**src/rtl/dstop_pkg.sv**
```systemverilog
package dstop_pkg;

    // Channel gating state
    typedef enum logic [1:0] {
        CH_RUN  = 2'd0,
        CH_PARK = 2'd1,
        CH_WAKE = 2'd2
    } ch_state_e;

    // Pad-facing drive of one channel
    typedef struct packed {
        logic p;
        logic n;
        logic oe;
    } ch_drive_t;

    // Decoded per-channel configuration
    typedef struct packed {
        logic enable;
        logic stoppable;
    } ch_cfg_t;

    // Bit position of a channel inside the configuration bytes
    function automatic int ch_bit_pos(input int ch);
        return (ch < 2) ? ch + 1 : ch + 3;
    endfunction

    function automatic ch_drive_t drive_run(input logic level);
        ch_drive_t d;
        d.p  = level;
        d.n  = ~level;
        d.oe = 1'b1;
        return d;
    endfunction

    function automatic ch_drive_t drive_park(input logic hiz);
        ch_drive_t d;
        d.p  = ~hiz;
        d.n  = 1'b0;
        d.oe = ~hiz;
        return d;
    endfunction

    function automatic ch_drive_t drive_high();
        ch_drive_t d;
        d.p  = 1'b1;
        d.n  = 1'b0;
        d.oe = 1'b1;
        return d;
    endfunction

endpackage

```
**src/rtl/dstop_sync.sv**
```systemverilog
module dstop_sync #(
    parameter int   STAGES    = 2,
    parameter logic RESET_VAL = 1'b1
) (
    input  logic clk,
    input  logic rst,
    input  logic async_in,
    output logic sync_out
);
    logic [STAGES-1:0] chain_q;

    always_ff @(posedge clk) begin
        if (rst) begin
            chain_q <= {STAGES{RESET_VAL}};
        end else begin
            chain_q[0] <= async_in;
            for (int i = 1; i < STAGES; i++) begin
                chain_q[i] <= chain_q[i-1];
            end
        end
    end

    assign sync_out = chain_q[STAGES-1];
endmodule

```
**src/rtl/dstop_phase.sv**
```systemverilog
module dstop_phase (
    input  logic clk,
    input  logic rst,
    output logic phase_nxt
);
    logic phase_q;

    always_ff @(posedge clk) begin
        if (rst) phase_q <= 1'b0;
        else     phase_q <= phase_nxt;
    end

    assign phase_nxt = ~phase_q;

    // common phase flips on every cycle out of reset
    assert_phase_toggles_R1: assert property (@(posedge clk) disable iff (rst)
        !$past(rst) |-> (phase_q != $past(phase_q)));
endmodule

```
**src/rtl/dstop_cfg_decode.sv**
```systemverilog
module dstop_cfg_decode
    import dstop_pkg::*;
#(
    parameter int NUM_CH = 4,
    parameter int CFG_W  = 8
) (
    input  logic [CFG_W-1:0]             en_byte,
    input  logic [CFG_W-1:0]             stop_byte,
    output ch_cfg_t [NUM_CH-1:0]         cfg
);
    logic unused_cfg_bits;
    assign unused_cfg_bits = ^{en_byte, stop_byte};

    for (genvar c = 0; c < NUM_CH; c++) begin : g_map
        localparam int POS = ch_bit_pos(c);
        assign cfg[c].enable    = en_byte[POS];
        assign cfg[c].stoppable = stop_byte[POS];
    end
endmodule

```
**src/rtl/dstop_channel.sv**
```systemverilog
module dstop_channel
    import dstop_pkg::*;
#(
    parameter int RESTART_PERIODS = 2
) (
    input  logic      clk,
    input  logic      rst,
    input  logic      phase_nxt,
    input  logic      halt_req,
    input  logic      park_hiz,
    output ch_drive_t drv
);
    localparam int CNT_W = (RESTART_PERIODS > 1) ? $clog2(RESTART_PERIODS) : 1;
    localparam logic [CNT_W-1:0] CNT_LAST = CNT_W'(RESTART_PERIODS - 1);

    ch_state_e        state_q;
    logic [CNT_W-1:0] wake_cnt_q;
    ch_drive_t        drv_q;

    always_ff @(posedge clk) begin
        if (rst) begin
            state_q    <= CH_RUN;
            wake_cnt_q <= '0;
            drv_q      <= drive_run(1'b0);
        end else begin
            case (state_q)
                CH_RUN: begin
                    if (halt_req && phase_nxt) begin
                        state_q <= CH_PARK;
                        drv_q   <= drive_park(park_hiz);
                    end else begin
                        drv_q   <= drive_run(phase_nxt);
                    end
                end
                CH_PARK: begin
                    if (!halt_req) begin
                        state_q    <= CH_WAKE;
                        wake_cnt_q <= '0;
                        drv_q      <= drive_high();
                    end else begin
                        drv_q      <= drive_park(park_hiz);
                    end
                end
                CH_WAKE: begin
                    if (halt_req) begin
                        state_q <= CH_PARK;
                        drv_q   <= drive_park(park_hiz);
                    end else if (!phase_nxt) begin
                        if (wake_cnt_q == CNT_LAST) begin
                            state_q <= CH_RUN;
                            drv_q   <= drive_run(1'b0);
                        end else begin
                            wake_cnt_q <= wake_cnt_q + 1'b1;
                            drv_q      <= drive_high();
                        end
                    end else begin
                        drv_q <= drive_high();
                    end
                end
                default: begin
                    state_q <= CH_PARK;
                    drv_q   <= drive_park(park_hiz);
                end
            endcase
        end
    end

    assign drv = drv_q;

    // a driven low phase ends after one cycle (high again or released)
    assert_low_one_cycle_R10: assert property (@(posedge clk) disable iff (rst)
        (drv_q.oe && !drv_q.p) |=> (drv_q.p || !drv_q.oe));

    // every falling edge lines up with the common phase going low
    assert_fall_aligned_R10: assert property (@(posedge clk) disable iff (rst)
        (drv_q.oe && $fell(drv_q.p)) |-> !$past(phase_nxt));

    // a halt is entered only on a rising transition of the phase
    assert_park_at_rise_R4: assert property (@(posedge clk) disable iff (rst)
        (state_q == CH_PARK && $past(state_q) == CH_RUN) |-> $past(phase_nxt));

    // released pads carry no level
    assert_hiz_quiet_R6: assert property (@(posedge clk) disable iff (rst)
        !drv_q.oe |-> (!drv_q.p && !drv_q.n));

    // restart leaves a driven-high state
    assert_wake_driven_R8: assert property (@(posedge clk) disable iff (rst)
        (state_q == CH_RUN && $past(state_q) == CH_WAKE) |-> ($past(drv_q.oe) && $past(drv_q.p)));
endmodule

```
**src/rtl/diffclk_stop_ctrl.sv**
```systemverilog
module diffclk_stop_ctrl
    import dstop_pkg::*;
#(
    parameter int NUM_CH          = 4,
    parameter int SYNC_STAGES     = 2,
    parameter int RESTART_PERIODS = 2
) (
    input  logic              clk,
    input  logic              rst,
    input  logic              stop_n,
    input  logic [7:0]        en_cfg,
    input  logic [7:0]        stoppable_cfg,
    input  logic              park_hiz,
    output logic [NUM_CH-1:0] dif_p,
    output logic [NUM_CH-1:0] dif_n,
    output logic [NUM_CH-1:0] dif_oe
);
    localparam int CFG_W = 8;

    logic                 stop_n_sync;
    logic                 phase_nxt;
    ch_cfg_t [NUM_CH-1:0] cfg;
    ch_drive_t [NUM_CH-1:0] drv;

    dstop_sync #(
        .STAGES    (SYNC_STAGES),
        .RESET_VAL (1'b1)
    ) u_sync (
        .clk      (clk),
        .rst      (rst),
        .async_in (stop_n),
        .sync_out (stop_n_sync)
    );

    dstop_phase u_phase (
        .clk       (clk),
        .rst       (rst),
        .phase_nxt (phase_nxt)
    );

    dstop_cfg_decode #(
        .NUM_CH (NUM_CH),
        .CFG_W  (CFG_W)
    ) u_decode (
        .en_byte   (en_cfg),
        .stop_byte (stoppable_cfg),
        .cfg       (cfg)
    );

    for (genvar c = 0; c < NUM_CH; c++) begin : g_ch
        logic halt_req;
        assign halt_req = !cfg[c].enable || (cfg[c].stoppable && !stop_n_sync);

        dstop_channel #(
            .RESTART_PERIODS (RESTART_PERIODS)
        ) u_chan (
            .clk       (clk),
            .rst       (rst),
            .phase_nxt (phase_nxt),
            .halt_req  (halt_req),
            .park_hiz  (park_hiz),
            .drv       (drv[c])
        );

        assign dif_p[c]  = drv[c].p;
        assign dif_n[c]  = drv[c].n;
        assign dif_oe[c] = drv[c].oe;
    end
endmodule

```
**config.mk**
```make
export PLATFORM = sky130hd
export DESIGN_NAME = diffclk_stop_ctrl
export DESIGN_NICKNAME = d
export VERILOG_FILES = /design/src/rtl/dstop_pkg.sv /design/src/rtl/dstop_sync.sv /design/src/rtl/dstop_phase.sv /design/src/rtl/dstop_cfg_decode.sv /design/src/rtl/dstop_channel.sv /design/src/rtl/diffclk_stop_ctrl.sv
export SDC_FILE = /design/constraint.sdc
export NUM_CORES = 1
export LEC_CHECK = 0
export BUFFER_PORTS_ARGS = -buffer_cell sky130_fd_sc_hd__buf_2
export CAP_MARGIN = 20
export CORE_ASPECT_RATIO = 0.7
export CORE_MARGIN = 2
export CORE_UTILIZATION = 30
export DETAILED_ROUTE_END_ITERATION = 16
export REMOVE_ABC_BUFFERS = 1
export SYNTH_ARGS = -nofsm -noshare
export SYNTH_HDL_FRONTEND = slang
export SYNTH_SLANG_ARGS = --single-unit
```
**constraint.sdc**
```tcl
create_clock -name clk -period 2.2 [get_ports clk]
set_input_delay 0.44 -clock clk [delete_from_list [all_inputs] [get_ports clk]]
set_output_delay 0.44 -clock clk [all_outputs]
set_load 0.02 [all_outputs]
```
* Yosys cells after proc, flatten, opt, wreduce, memory -nomap -nowiden *
Cells that the tools add are included.
W data, S select, Z words.

storage, ports and cells
  register bits = 27
  input port bits = 20
  output and inout port bits = 12
  logic and storage cells = 161

operators by class
  add/sub/neg operators = 4
  eq/ne operators = 32
  mux-type cells = 68
  bitwise gates (word level) = 2
  reduce and logical (&&, ||, !) cells = 33

operator list
  operator               count
  $mux W3                20
  $mux W2                20
  $pmux W3 S3            4
  $reduce_and A4 Y1      8
  $ne A2 B2 Y1 const B   12
  $pmux W2 S3            4
  $mux W1                16
  $ne A3 B1 Y1 const B   4
  $ne A3 B2 Y1 const B   4
  $eq A2 B1 Y1 const B   4
  $eq A2 B2 Y1 const B   4
  $logic_and A1 B1 Y1    8
  $logic_not A2 Y1       4
  $ne A2 B1 Y1 const B   4
  $pmux W1 S2            4
  $reduce_bool A2 Y1     4
  $logic_not A1 Y1       5
  $add A1 B1 Y1 const B  4
  $logic_or A1 B1 Y1     4
  $not A1 Y1             2

* Longest topological paths before layout *
Gate-level depths: netlist of the first run.

  depth in word-level cells = 6
  gate-level depth with buffers = 4
  mapped depth without buffers = 3

* Modules after synthesis *
From an unflattened synthesis of the first run, not the netlist that was laid out.

unflattened totals
  cells, all modules = 123
  area, all modules = 1131.1 sq um

by module, submodules not included
  module             instances  cells each  area an instance (sq um)  sequential area each (sq um)
  dstop_channel      4          25          239.0                     120.1
  dstop_cfg_decode   1          8           60.1                      0.0
  dstop_sync         1          4           52.6                      40.0
  diffclk_stop_ctrl  1          8           35.0                      0.0
  dstop_phase        1          3           27.5                      20.0

* Worst setup path before layout of the first run *
No wires, ideal clock.

  kind = input to register
  start = input rst
  end = register g_ch[0].u_chan.drv_q (netlist bit g_ch[0].u_chan.drv[0])
  setup time = 0.138 ns
  arrival = 0.890 ns
  required time = 2.062 ns
  path slack = 1.172 ns
  stages = 3
  buffers on the path = 1
  cells stage by stage = buf_2 nor2_1 o221ai_1

RTL lines
  item                    line                    source
  start: declaration      diffclk_stop_ctrl.sv:9  input logic rst,
  end signal: assignment  dstop_channel.sv:24     drv_q <= drive_run(1'b0);
  end signal: assignment  dstop_channel.sv:30     drv_q <= drive_park(park_hiz);
  end signal: assignment  dstop_channel.sv:32     drv_q <= drive_run(phase_nxt);
  end: declaration        dstop_channel.sv:18     ch_drive_t drv_q;

* Worst setup path in the final report of the first run *
  start = register u_phase.phase_q
  end = register g_ch[1].u_chan.wake_cnt_q

on the way
  word-level cells in the longest chain between the ends = 2

ends and longest elaborated chain
  item                         line                 source
  start: declaration           dstop_phase.sv:6     logic phase_q;
  start signal: assignment     dstop_phase.sv:10    else phase_q <= phase_nxt;
  $ne A2 B2 Y1 (no line)       n/a
  $reduce_and A4 Y1 (no line)  n/a
  end signal: assignment       dstop_channel.sv:53  wake_cnt_q <= wake_cnt_q + 1'b1;
  end: declaration             dstop_channel.sv:17  logic [CNT_W-1:0] wake_cnt_q;

No other way between the ends.
A chain may end at the register's enable or synchronous reset.

==> impl_results.rst, run 1 <==
.. list-table::
   :header-rows: 1

   * - Metric
     - Value
   * - Outcome
     - completed
   * - Fin worst setup slack
     - 0.954 ns
   * - Post-synthesis sequential area ratio
     - 46.4%
   * - Post-route fraction of the period consumed by the critical path
     - 56.7%
   * - Post-layout nets
     - 160
   * - Number of rows created at floorplan
     - 18
   * - Final hold slack
     - 0.355 ns
   * - Slew margin rel.
     - 73.4%
   * - Slowest stage cell on the critical path
     - sky130_fd_sc_hd__dfxtp_1
   * - Maximum vdd ir drop
     - 0.278 mV
   * - Most instantiated flip-flop cell in the synthesis netlist
     - sky130_fd_sc_hd__dfxtp_1
   * - Post-synth ARST share
     - 0%
   * - Number of global-route vias before repair
     - 855
   * - Setup tns final
     - 0 ns
   * - Vias post-DR
     - 934
   * - #FFs+latches synth
     - 27
   * - Final Hold Violating Endpoints
     - 0
   * - Area fraction of the dominant cell type after synthesis
     - 46.4%
   * - Proportion of layout cells with a drive suffix above 1
     - 34.5%
   * - Routed met1 length
     - 1140 um
   * - Startpoint Class
     - flip-flop
   * - Total die area
     - 4410 um^2
   * - Number of optimization iterations in the first detailed-route pass
     - 4
   * - Routed wire length
     - 2250 um
   * - Power Dens Cells
     - 684 nW/um^2
   * - I/O pin count
     - 32
   * - Yosys Warn Count
     - 0
   * - Count of pins over their slew limit
     - 0
   * - WS Path Type
     - reg -> reg
   * - Routed wirelength normalized by instance count
     - 11.9 um
   * - Clock Tree Buf Depth
     - 2
   * - IO buf count
     - 23
   * - Most frequent cells after synthesis
     - sky130_fd_sc_hd__dfxtp_1 (27), sky130_fd_sc_hd__a21oi_1 (9), sky130_fd_sc_hd__nand2_1 (8), sky130_fd_sc_hd__a31oi_1 (6), sky130_fd_sc_hd__inv_1 (6)
   * - Biggest area contributors in the synthesized netlist
     - sky130_fd_sc_hd__dfxtp_1 (46%), sky130_fd_sc_hd__a21oi_1 (3.9%), sky130_fd_sc_hd__o221a_2 (3.9%)
   * - Max Cap Viol
     - 0
   * - Global-route wire length before repair
     - 3890 um
   * - Met2 wire length
     - 990 um
   * - Fmax
     - 0.802 GHz
   * - Unique masters post-synth
     - 31
   * - DP Worst Slack
     - 0.869 ns
   * - Synthesis-to-layout area growth
     - 17.4%
   * - Worst clock skew
     - 0.00747 ns
   * - Half-perimeter wire length after placement
     - 1630 um
   * - Cell count after synthesis
     - 115
   * - Leakage power
     - 0.558 nW
   * - Peak per-stage delay on the critical path
     - 0.55 ns
   * - Final setup violation count
     - 0
   * - Required time worst endpoint
     - 2.39 ns
   * - GP Congestion
     - 0.867
   * - Clk sink count
     - 27
   * - RSZ-0062 raised after global routing
     - no
   * - Slew at the pin closest to its max-slew limit
     - 0.399 ns
   * - N_diodes
     - 0
   * - Cell with the most instances after synthesis
     - sky130_fd_sc_hd__dfxtp_1
   * - Sum of overflow across all layers after global routing
     - 0
   * - Largest fanout on the critical path
     - 10
   * - Mean post-synth cell area
     - 10.1 um^2
   * - Post-CTS Hold Buffers
     - 0
   * - Die width
     - 78.5 um
   * - Initial antenna violation count
     - 0
   * - Residual DRC count
     - 0
   * - Number of flops mapped to enable cells by yosys
     - 0
   * - Hold Path Class
     - in -> reg
   * - Detailed-routed wire length on met3
     - 102 um
   * - Post-route core utilization
     - 37.8%
   * - Post-CTS Setup Inserts
     - 0
   * - Post-cts gate resize count
     - 0
   * - Total track usage
     - 11.2%
   * - Max H-tree Level
     - 1
   * - Crit-path leading delay family
     - flip-flops
   * - Clock tree from TritonCTS
     - yes
   * - Num CTS Buffers
     - 3
   * - Skew-Pair Late Insertion Delay
     - 0.27 ns
   * - Root Buffer
     - sky130_fd_sc_hd__clkbuf_8
   * - Maximum number of pins on one net before global-route repair
     - 20
   * - Area leader, netlist
     - sky130_fd_sc_hd__dfxtp_1
   * - Placeable core area
     - 3630 um^2
   * - Data arrival time of the critical path
     - 1.43 ns
   * - Top routing layer in use
     - met4
   * - Clock slew seen by the registers of the worst setup and hold paths
     - 0.09 ns
   * - Crit-path cells
     - nor2b_4 > a31oi_1 > nor4_2
   * - Setup crit end kind
     - flip-flop
   * - Minimum period implied by the final worst setup slack
     - 1.25 ns
   * - Chip Height
     - 56.2 um
   * - Mapped cell area
     - 1170 um^2
   * - Detailed Route Iter0 Violations
     - 32
   * - Ratio of routed vias to standard cells
     - 4.94
   * - Antenna Violating Nets Remaining
     - 0
   * - Buf/Inv on CP
     - 0
   * - Starting Density
     - 32.2%
routing by layer:
| metal | track usage [%] | vias up |
|---|---|---|
| met5 | 0 | - |
| met2 | 16.8 | 23 |
| met4 | 3.76 | 0 |
| li1 | - | 476 |
| met3 | 3.57 | 2 |
| met1 | 15.2 | 433 |
sequential cells by signal, summed over array words and instances (netlist names):
register	count
u_sync.chain_q	2
g_ch.u_chan.wake_cnt_q	4
u_phase.phase_q	1
g_ch.u_chan.state_q	8
g_ch.u_chan.drv	12
worst register-to-register path: stages, from the launching register on:
cell,delay (ns)
sky130_fd_sc_hd__dfxtp_1,0.55
sky130_fd_sc_hd__nor2b_4,0.25
sky130_fd_sc_hd__a31oi_1,0.10
sky130_fd_sc_hd__nor4_2,0.25
per-stage QoR:
step | cell area (um^2) | power [mW] | cells
final | 1370 | 0.936 | 189
after global routing | 1370 | 0.997 | 189
after CTS | 1370 | 0.955 | 189
after detailed placement | 1320 | 0.674 | 185
after global placement | 1320 | 0.671 | 185
after floorplan | 1140 | 0.624 | 112
worst paths after layout:
kind                                                   to  cells past startpoint  slack [ns]              start
worst max register to register  g_ch[1].u_chan.wake_cnt_q                      3        0.95    u_phase.phase_q
worst min register to register          u_sync.chain_q[1]                      1        0.42  u_sync.chain_q[0]
worst min-delay path                    u_sync.chain_q[0]                      2        0.36             stop_n
worst max-delay path            g_ch[1].u_chan.wake_cnt_q                      3        0.95    u_phase.phase_q
cell type report:
class,instances,area (um^2)
Sequential cell,27,541
Fill cell,366,2260
Multi-Input combinational cell,79,582
Tap cell,50,62.6
Inverter,6,22.5
Clock buffer,3,41.3
Clock inverter,1,5.00
Timing Repair Buffer,23,115
cells by family (layout without fill, tap and decap cells):
kind of cell,after synthesis,after routing,synth area share [%]
buffers and inverters,9,33,3.76
and+or+nand+nor,39,39,23.6
DFF,27,27,46.4
AOI/OAI and AO/OA,40,40,26.3
cell usage in the layout, fill, tap and decap left out:
| cell | Yosys | routed |
|---|---|---|
| sky130_fd_sc_hd__dfxtp_1 | 27 | 27 |
| sky130_fd_sc_hd__buf_2 | 2 | 23 |
| sky130_fd_sc_hd__a21oi_1 | 9 | 9 |
| sky130_fd_sc_hd__nand2_1 | 8 | 8 |
| sky130_fd_sc_hd__inv_1 | 6 | 6 |
| sky130_fd_sc_hd__a31oi_1 | 6 | 6 |
| sky130_fd_sc_hd__nor2_1 | 5 | 5 |
| sky130_fd_sc_hd__o221a_2 | 4 | 4 |
| sky130_fd_sc_hd__o221ai_1 | 4 | 4 |
| sky130_fd_sc_hd__a211oi_1 | 4 | 4 |
| sky130_fd_sc_hd__nand2b_4 | 3 | 3 |
| sky130_fd_sc_hd__nor2b_4 | 3 | 3 |
| sky130_fd_sc_hd__nor2b_1 | 3 | 3 |
| sky130_fd_sc_hd__and3_1 | 3 | 3 |
| sky130_fd_sc_hd__nor4_2 | 3 | 3 |
| sky130_fd_sc_hd__nor3_1 | 3 | 3 |
| sky130_fd_sc_hd__a31o_1 | 3 | 3 |
| sky130_fd_sc_hd__a21o_1 | 3 | 3 |
| sky130_fd_sc_hd__clkbuf_8 | 0 | 3 |
| sky130_fd_sc_hd__or2_2 | 2 | 2 |
| sky130_fd_sc_hd__nand2b_1 | 2 | 2 |
| sky130_fd_sc_hd__a21oi_2 | 2 | 2 |
| sky130_fd_sc_hd__nand3_1 | 1 | 1 |
| sky130_fd_sc_hd__nand2b_2 | 1 | 1 |
| sky130_fd_sc_hd__nand2_2 | 1 | 1 |
| sky130_fd_sc_hd__nor2b_2 | 1 | 1 |
| sky130_fd_sc_hd__a41o_1 | 1 | 1 |
| sky130_fd_sc_hd__o2111a_1 | 1 | 1 |
| sky130_fd_sc_hd__a31o_2 | 1 | 1 |
| sky130_fd_sc_hd__o311a_1 | 1 | 1 |
| sky130_fd_sc_hd__o31ai_1 | 1 | 1 |
| sky130_fd_sc_hd__clkinv_2 | 0 | 1 |
report_power, final:
| part | internal [mW] | switching [mW] |
|---|---|---|
| logic | 0.0552 | 0.0738 |
| clock network | 0.127 | 0.148 |
| registers | 0.513 | 0.0200 |
| total | 0.694 | 0.242 |
Power figures use the tool's default switching activity.
==> inputs of run 2 (changes only) <==
--- a/config.mk
+++ b/config.mk
@@ -5,6 +5,7 @@
 export SDC_FILE = /design/constraint.sdc
 export NUM_CORES = 1
 export LEC_CHECK = 0
+export ABC_AREA = 1
 export BUFFER_PORTS_ARGS = -buffer_cell sky130_fd_sc_hd__buf_2
 export CAP_MARGIN = 20
 export CORE_ASPECT_RATIO = 0.7
==> constraint.sdc (replaced) <==
create_clock -name clk -period 1.2 [get_ports clk]
set_input_delay 0.24 -clock clk [delete_from_list [all_inputs] [get_ports clk]]
set_output_delay 0.24 -clock clk [all_outputs]
set_load 0.02 [all_outputs]
==> run 2 against run 1 <==
- sequential share of layout area fell by 4.6 points
- critical path depth rose by 3
- area after synthesis rose by 9.5%
- die area rose by 8.9%
- combinational power grew to 5.3 times the previous value
- non-clock buffer count increased by 10
- sequential cell count did not move
- register-to-register slack got worse by 0.85 ns
- via count increased by 32%
- first-iteration DRC count is 81% higher
- critical endpoint is now g_ch[1].u_chan.drv[0]
==> impl_results.rst, run 2 <==
.. list-table::
   :header-rows: 1

   * - Metric
     - Value
   * - Outcome
     - completed (unchanged)
   * - Die width
     - 82.0 um (was 78.5 um)
   * - Ratio of routed vias to standard cells
     - 4.58 (was 4.94)
   * - Residual DRC count
     - 0 (unchanged)
   * - Slew at the pin closest to its max-slew limit
     - 0.352 ns (was 0.399 ns)
   * - DP Worst Slack
     - 0.0640 ns (was 0.869 ns)
   * - Cell depth of the worst hold path
     - 2 (unchanged)
   * - Post-route total power
     - 2.30 mW (was 0.936 mW)
   * - Hold Path Class
     - in -> reg (unchanged)
   * - Proportion of layout cells with a drive suffix above 1
     - 26.3% (was 34.5%)
   * - Data arrival time of the critical path
     - 1.23 ns (was 1.43 ns)
   * - Post-layout nets
     - 238 (was 160)
   * - Sum of overflow across all layers after global routing
     - 0 (unchanged)
   * - Setup crit end kind
     - flip-flop (unchanged)
   * - Clock tree from TritonCTS
     - yes (unchanged)
   * - Fill cells
     - 422 (was 366)
   * - Post-synthesis sequential area ratio
     - 42.3% (was 46.4%)
   * - Num CTS Buffers
     - 3 (unchanged)
   * - Start point of the worst hold path
     - stop_n (unchanged)
   * - Peak per-stage delay on the critical path
     - 0.34 ns (was 0.55 ns)
   * - Power Dens Cells
     - 1470 nW/um^2 (was 684 nW/um^2)
   * - Min-Delay Endpoint
     - u_sync.chain_q[0] (unchanged)
   * - Chip Height
     - 58.6 um (was 56.2 um)
   * - Post-Place Cell Area
     - 1490 um^2 (was 1320 um^2)
   * - Final Hold Violating Endpoints
     - 0 (unchanged)
   * - Cell count after synthesis
     - 185 (was 115)
   * - Most frequent standard cell in the layout excluding fill and tap cells
     - sky130_fd_sc_hd__nand2_1 (was sky130_fd_sc_hd__dfxtp_1)
   * - Post-synth ARST share
     - 0% (unchanged)
   * - Post-route core utilization
     - 39.2% (was 37.8%)
   * - Root Buffer
     - sky130_fd_sc_hd__clkbuf_8 (unchanged)
   * - Most frequent cells after synthesis
     - sky130_fd_sc_hd__nand2_1 (57), sky130_fd_sc_hd__dfxtp_1 (27), sky130_fd_sc_hd__inv_1 (23), sky130_fd_sc_hd__nor2_1 (16), sky130_fd_sc_hd__a21oi_1 (13) (was sky130_fd_sc_hd__dfxtp_1 (27), sky130_fd_sc_hd__a21oi_1 (9), sky130_fd_sc_hd__nand2_1 (8), sky130_fd_sc_hd__a31oi_1 (6), sky130_fd_sc_hd__inv_1 (6))
   * - Vias post-DR
     - 1231 (was 934)
   * - Clock slew seen by the registers of the worst setup and hold paths
     - 0.09 ns (about the same)
   * - Unique masters post-synth
     - 27 (was 31)
   * - Post-route fraction of the period consumed by the critical path
     - 91.2% (was 56.7%)
   * - Leakage power
     - 0.745 nW (was 0.558 nW)
   * - Fin worst setup slack
     - 0.106 ns (was 0.954 ns)
   * - Max H-tree Level
     - 1 (unchanged)
   * - Beginning of the worst register-to-register path
     - u_sync.chain_q[1] (was u_phase.phase_q)
   * - Post-CTS Hold Buffers
     - 0 (unchanged)
   * - Fmax
     - 0.914 GHz (was 0.802 GHz)
   * - Setup tns final
     - 0 ns (unchanged)
   * - Buf/Inv on CP
     - 1 (was 0)
   * - Slowest stage cell on the critical path
     - sky130_fd_sc_hd__dfxtp_2 (was sky130_fd_sc_hd__dfxtp_1)
   * - Cell mode on critical path
     - sky130_fd_sc_hd__nand2_1
   * - Maximum number of pins on one net before global-route repair
     - 15 (was 20)
   * - #FFs+latches synth
     - 27 (unchanged)
   * - Starting Density
     - 32.0% (was 32.2%)
   * - Mapped cell area
     - 1280 um^2 (was 1170 um^2)
   * - Mean post-synth cell area
     - 6.91 um^2 (was 10.1 um^2)
   * - Routed wirelength normalized by instance count
     - 10.2 um (was 11.9 um)
   * - Synthesis-to-layout area growth
     - 22.6% (was 17.4%)
   * - Final setup violation count
     - 0 (unchanged)
   * - Initial antenna violation count
     - 0 (unchanged)
   * - Flip-flop count of the largest register, all copies and words added
     - 12 (unchanged)
   * - Minimum period implied by the final worst setup slack
     - 1.09 ns (was 1.25 ns)
   * - Worst clock skew
     - 0.00344 ns (was 0.00747 ns)
   * - WS Path Type
     - reg -> reg (unchanged)
   * - Clock Tree Buf Depth
     - 2 (unchanged)
   * - Startpoint Class
     - flip-flop (unchanged)
   * - Number of rows created at floorplan
     - 19 (was 18)
   * - N_diodes
     - 0 (unchanged)
   * - Total track usage
     - 11.9% (was 11.2%)
   * - Maximum vdd ir drop
     - 0.793 mV (was 0.278 mV)
   * - Most used cells in the layout excluding fill and tap cells
     - sky130_fd_sc_hd__nand2_1 (54), sky130_fd_sc_hd__inv_1 (23), sky130_fd_sc_hd__buf_2 (23), sky130_fd_sc_hd__dfxtp_1 (22), sky130_fd_sc_hd__nor2_1 (14) (was sky130_fd_sc_hd__dfxtp_1 (27), sky130_fd_sc_hd__buf_2 (23), sky130_fd_sc_hd__a21oi_1 (9), sky130_fd_sc_hd__nand2_1 (8))
   * - IO buf count
     - 23 (unchanged)
   * - RSZ-0062 raised after global routing
     - no (unchanged)
   * - Half-perimeter wire length after placement
     - 2140 um (was 1630 um)
   * - Detailed Route Iter0 Violations
     - 58 (was 32)
   * - Skew-Pair Late Insertion Delay
     - 0.27 ns (about the same)
   * - Count of pins over their slew limit
     - 0 (unchanged)
   * - Number of global-route vias before repair
     - 986 (was 855)
   * - Largest fanout on the critical path
     - 6 (was 10)
   * - GP Congestion
     - 0.885 (was 0.867)
   * - Antenna Violating Nets Remaining
     - 0 (unchanged)
   * - Placeable core area
     - 3990 um^2 (was 3630 um^2)
   * - Area fraction of the dominant cell type after synthesis
     - 42.3% (was 46.4%)
   * - Max Cap Viol
     - 0 (unchanged)
   * - Cell with the most instances after synthesis
     - sky130_fd_sc_hd__nand2_1 (was sky130_fd_sc_hd__dfxtp_1)
   * - Worst r2r dst
     - g_ch[1].u_chan.drv[0] (was g_ch[1].u_chan.wake_cnt_q)
   * - Required time worst endpoint
     - 1.34 ns (was 2.39 ns)
   * - Area of all placed cells without fillers
     - 1570 um^2 (was 1370 um^2)
   * - Crit-path cells
     - inv_4 > nand2_1 > nand2_4 > nand2_1 > o21ai_1 > nand4_1 (was nor2b_4 > a31oi_1 > nor4_2)
   * - Clk sink count
     - 27 (unchanged)
   * - Slew margin rel.
     - 76.2% (was 73.4%)
   * - Number of flops mapped to enable cells by yosys
     - 0 (unchanged)
   * - Yosys Warn Count
     - 0 (unchanged)
   * - Routed wire length
     - 2740 um (was 2250 um)
   * - Count of cells along the worst register-to-register path
     - 6 (was 3)
   * - Biggest area contributors in the synthesized netlist
     - sky130_fd_sc_hd__dfxtp_1 (42%), sky130_fd_sc_hd__nand2_1 (17%), sky130_fd_sc_hd__inv_1 (6.8%) (was sky130_fd_sc_hd__dfxtp_1 (46%), sky130_fd_sc_hd__a21oi_1 (3.9%), sky130_fd_sc_hd__o221a_2 (3.9%))
   * - Area leader, netlist
     - sky130_fd_sc_hd__dfxtp_1 (unchanged)
   * - Total die area
     - 4800 um^2 (was 4410 um^2)
   * - I/O pin count
     - 32 (unchanged)
   * - Global-route wire length before repair
     - 4420 um (was 3890 um)
   * - Number of optimization iterations in the first detailed-route pass
     - 4 (unchanged)
   * - Flop-to-flop setup slack
     - 0.11 ns (was 0.95 ns)
   * - Crit-path leading delay family
     - simple AND/OR/NAND/NOR gates (was flip-flops)
   * - Most instantiated flip-flop cell in the synthesis netlist
     - sky130_fd_sc_hd__dfxtp_1 (unchanged)
run 2: cells by family after synthesis:
family	count (synthesis)	share of synthesized area, %
AO/OA/AOI/OAI	29	14.0
buffers and inverters	31	10.5
flip-flops	27	42.3
AND/OR/NAND/NOR	98	33.2
run 2: per-stage QoR:
| stage | hold WS, ns | instances |
|---|---|---|
| 5_1_grt | 0.136 | 269 |
| 6_report | 0.145 | 269 |
| 2_1_floorplan | 0.302 | 180 |
| 3_5_place_dp | 0.395 | 264 |
| 3_3_place_gp | 0.394 | 264 |
| 4_1_cts | 0.140 | 268 |
run 2: worst max-delay path by stage:
| stage | start | end | cells after the start |
|---|---|---|---|
| after global routing | g_ch[1].u_chan.state_q[0] | g_ch[1].u_chan.state_q[0] | 6 |
| after global placement | u_sync.chain_q[1] | g_ch[1].u_chan.drv[2] | 7 |
| after floorplan | u_phase.phase_q | g_ch[0].u_chan.drv[2] | 7 |
| after CTS | u_sync.chain_q[1] | g_ch[1].u_chan.drv[2] | 7 |
| after detailed placement | u_sync.chain_q[1] | g_ch[1].u_chan.drv[0] | 6 |
| final | u_sync.chain_q[1] | g_ch[1].u_chan.drv[0] | 6 |
run 2: layer usage:
metal  GRT usage, %  wire (um)  vias up
met5              0          0        -
met4           2.14          9        0
met3           3.68        156        2
met2           16.7       1100       32
met1           18.0       1480      536
li1               -          -      661
run 2: final cells by class:
class                           instances  area, um^2  share of cell area (%)
Inverter                               26         100                    6.39
Clock buffer                            4        45.0                    2.88
Tap cell                               52        65.1                    4.15
Timing Repair Buffer                   33         194                    12.4
Sequential cell                        27         547                    34.9
Multi-Input combinational cell        127         616                    39.3
run 2: where the power goes:
group / switching [mW] / internal (mW)
logic: 0.437 / 0.253
registers: 0.0717 / 1.02
clock network: 0.282 / 0.238
total: 0.790 / 1.51
run 2: timing repair:
action	4_1_cts	5_1_grt
endpoints found under the setup margin	0	6
gates resized for setup	0	14
buffers inserted	0	1
run 2: worst reg2reg max path, stage by stage (launching register included):
cell,delay [ns]
sky130_fd_sc_hd__dfxtp_2,0.34
sky130_fd_sc_hd__inv_4,0.08
sky130_fd_sc_hd__nand2_1,0.09
sky130_fd_sc_hd__nand2_4,0.09
sky130_fd_sc_hd__nand2_1,0.10
sky130_fd_sc_hd__o21ai_1,0.13
sky130_fd_sc_hd__nand4_1,0.14
==> inputs of run 3 (changes only) <==
--- a/config.mk
+++ b/config.mk
@@ -11,6 +11,7 @@
 export CORE_ASPECT_RATIO = 0.7
 export CORE_MARGIN = 2
 export CORE_UTILIZATION = 30
+export CTS_BUF_LIST = sky130_fd_sc_hd__clkbuf_4 sky130_fd_sc_hd__clkbuf_8
 export DETAILED_ROUTE_END_ITERATION = 16
 export REMOVE_ABC_BUFFERS = 1
 export SYNTH_ARGS = -nofsm -noshare
==> run 3 against run 2 <==
- clock power is 6.0% higher
- count of clock-buffer cells in the layout is the same
- wire length is 2.4% higher
- power grew 1.5%
- combinational power is essentially flat
- clock skew shrank 0.00089 ns
- register-to-register slack hardly changed
- first-iteration DRC count rose by 33%
- sequential cell count unchanged
- final area is 0.24% higher
- non-clock buffer count is the same
- maximum frequency down 0.95%
- critical endpoint is now g_ch[1].u_chan.state_q[0]
==> impl_results.rst, run 3 (synthesis results as in run 2) <==
.. list-table::
   :header-rows: 1

   * - Metric
     - Value
   * - Outcome
     - completed (unchanged)
   * - IO buf count
     - 23 (unchanged)
   * - Global-route wire length before repair
     - 4440 um (was 4420 um)
   * - Final Hold Violating Endpoints
     - 0 (unchanged)
   * - Initial antenna violation count
     - 0 (unchanged)
   * - Most used cells in the layout excluding fill and tap cells
     - sky130_fd_sc_hd__nand2_1 (54), sky130_fd_sc_hd__inv_1 (23), sky130_fd_sc_hd__buf_2 (23), sky130_fd_sc_hd__dfxtp_1 (22), sky130_fd_sc_hd__nor2_1 (14) (unchanged)
   * - Max Cap Viol
     - 0 (unchanged)
   * - DP Worst Slack
     - 0.0640 ns (unchanged)
   * - Post-route fraction of the period consumed by the critical path
     - 92.1% (was 91.2%)
   * - Number of rows created at floorplan
     - 19 (unchanged)
   * - Clk sink count
     - 27 (unchanged)
   * - Ratio of routed vias to standard cells
     - 4.59 (was 4.58)
   * - Fill cells
     - 424 (was 422)
   * - Chip Height
     - 58.6 um (unchanged)
   * - Synthesis-to-layout area growth
     - 22.9% (was 22.6%)
   * - Startpoint Class
     - flip-flop (unchanged)
   * - Setup tns final
     - 0 ns (unchanged)
   * - Number of global-route vias before repair
     - 996 (was 986)
   * - Die width
     - 82.0 um (unchanged)
   * - Slew at the pin closest to its max-slew limit
     - 0.355 ns (was 0.352 ns)
   * - Max H-tree Level
     - 1 (unchanged)
   * - Skew-Pair Late Insertion Delay
     - 0.27 ns (about the same)
   * - Final setup violation count
     - 0 (unchanged)
   * - Post-layout nets
     - 238 (unchanged)
   * - Vias post-DR
     - 1236 (was 1231)
   * - Detailed Route Iter0 Violations
     - 77 (was 58)
   * - Maximum number of pins on one net before global-route repair
     - 15 (unchanged)
   * - Count of pins over their slew limit
     - 0 (unchanged)
   * - Count of cells along the worst register-to-register path
     - 9 (was 6)
   * - Setup crit end kind
     - flip-flop (unchanged)
   * - Largest fanout on the critical path
     - 6 (unchanged)
   * - GP Congestion
     - 0.885 (unchanged)
   * - Num CTS Buffers
     - 3 (unchanged)
   * - Total track usage
     - 12.0% (was 11.9%)
   * - Cell depth of the worst hold path
     - 2 (unchanged)
   * - Clock Tree Buf Depth
     - 2 (unchanged)
   * - N_diodes
     - 0 (unchanged)
   * - Number of optimization iterations in the first detailed-route pass
     - 4 (unchanged)
   * - Worst clock skew
     - 0.00256 ns (was 0.00344 ns)
   * - Half-perimeter wire length after placement
     - 2140 um (unchanged)
   * - Proportion of layout cells with a drive suffix above 1
     - 26.7% (was 26.3%)
   * - Required time worst endpoint
     - 1.38 ns (was 1.34 ns)
   * - Total die area
     - 4800 um^2 (unchanged)
   * - Clock tree from TritonCTS
     - yes (unchanged)
   * - Routed wire length
     - 2800 um (was 2740 um)
   * - I/O pin count
     - 32 (unchanged)
   * - Antenna Violating Nets Remaining
     - 0 (unchanged)
   * - Slew margin rel.
     - 76.1% (was 76.2%)
   * - Placeable core area
     - 3990 um^2 (unchanged)
   * - Routed wirelength normalized by instance count
     - 10.4 um (was 10.2 um)
   * - WS Path Type
     - reg -> reg (unchanged)
   * - Clock slew seen by the registers of the worst setup and hold paths
     - 0.09 ns (about the same)
   * - Power Dens Cells
     - 1490 nW/um^2 (was 1470 nW/um^2)
   * - Fin worst setup slack
     - 0.0951 ns (was 0.106 ns)
   * - Data arrival time of the critical path
     - 1.28 ns (was 1.23 ns)
   * - Minimum period implied by the final worst setup slack
     - 1.10 ns (was 1.09 ns)
   * - Leakage power
     - 0.748 nW (was 0.745 nW)
   * - Most frequent standard cell in the layout excluding fill and tap cells
     - sky130_fd_sc_hd__nand2_1 (unchanged)
   * - Root Buffer
     - sky130_fd_sc_hd__clkbuf_8 (unchanged)
   * - Post-CTS Hold Buffers
     - 0 (unchanged)
   * - Residual DRC count
     - 0 (unchanged)
   * - Sum of overflow across all layers after global routing
     - 0 (unchanged)
   * - Hold Path Class
     - in -> reg (unchanged)
   * - Starting Density
     - 32.0% (unchanged)
   * - Flip-flop count of the largest register, all copies and words added
     - 12 (unchanged)
   * - Maximum vdd ir drop
     - 0.595 mV (was 0.793 mV)
   * - Fmax
     - 0.905 GHz (was 0.914 GHz)
[run 3: cell counts in the layout (fill, tap and decap cells not counted)]
No cell type changed its count.
[run 3: where the power goes]
| group | internal, mW | switching (mW) | leakage (nW) |
|---|---|---|---|
| Sequential | 1.02 | 0.0726 | 0.224 |
| Combinational | 0.253 | 0.440 | 0.498 |
| Clock | 0.261 | 0.290 | 0.0262 |
| Total | 1.53 | 0.802 | 0.748 |
[run 3: layer usage]
metal | share of wire [%] | vias to the layer above | GRT usage, %
met5 | 0 | - | 0
met4 | 0.68 | 0 | 2.14
met3 | 5.3 | 4 | 3.68
met2 | 41 | 35 | 17.1
met1 | 53 | 535 | 17.9
li1 | - | 662 | -
[run 3: critical path, stage by stage, from the launching register on]
cell                      delay, ns
sky130_fd_sc_hd__dfxtp_2       0.35
sky130_fd_sc_hd__inv_4         0.05
sky130_fd_sc_hd__nand2_1       0.09
sky130_fd_sc_hd__nand2_4       0.08
sky130_fd_sc_hd__nand2_1       0.09
sky130_fd_sc_hd__nand2_1       0.07
sky130_fd_sc_hd__nor2_2        0.10
sky130_fd_sc_hd__nand3_1       0.08
sky130_fd_sc_hd__nand2_1       0.07
sky130_fd_sc_hd__nor2_1        0.04
[run 3: cell type report]
class / instances / area, um^2 / area share, %
Inverter: 26 / 100 / 6.37
Multi-Input combinational cell: 127 / 616 / 39.2
Timing Repair Buffer: 33 / 194 / 12.4
Tap cell: 52 / 65.1 / 4.14
Sequential cell: 27 / 547 / 34.8
Clock buffer: 4 / 48.8 / 3.11
[run 3: stage by stage]
stage	total power, mW	util, %	cell area (um^2)	hold WS, ns	std cells
after floorplan	1.57	-	1240	0.302	180
after global placement	1.77	37.3	1490	0.394	264
after detailed placement	1.77	37.3	1490	0.395	264
after CTS	2.32	38.5	1540	0.138	268
after global routing	2.50	39.3	1570	0.136	269
final	2.33	39.3	1570	0.141	269
[run 3: worst paths after layout]
kind,startpoint,to,slack (ns)
setup / recovery,u_sync.chain_q[1],g_ch[1].u_chan.state_q[0],0.1
hold / removal,stop_n,u_sync.chain_q[0],0.14
setup reg to reg,u_sync.chain_q[1],g_ch[1].u_chan.state_q[0],0.1
hold reg to reg,u_sync.chain_q[0],u_sync.chain_q[1],0.42
[run 3: what timing repair did]
action / in CTS / in global routing
resized for setup: 0 / 14
setup endpoints to repair: 0 / 7
buffers inserted: 0 / 1
hold endpoints to repair: 0 / 0
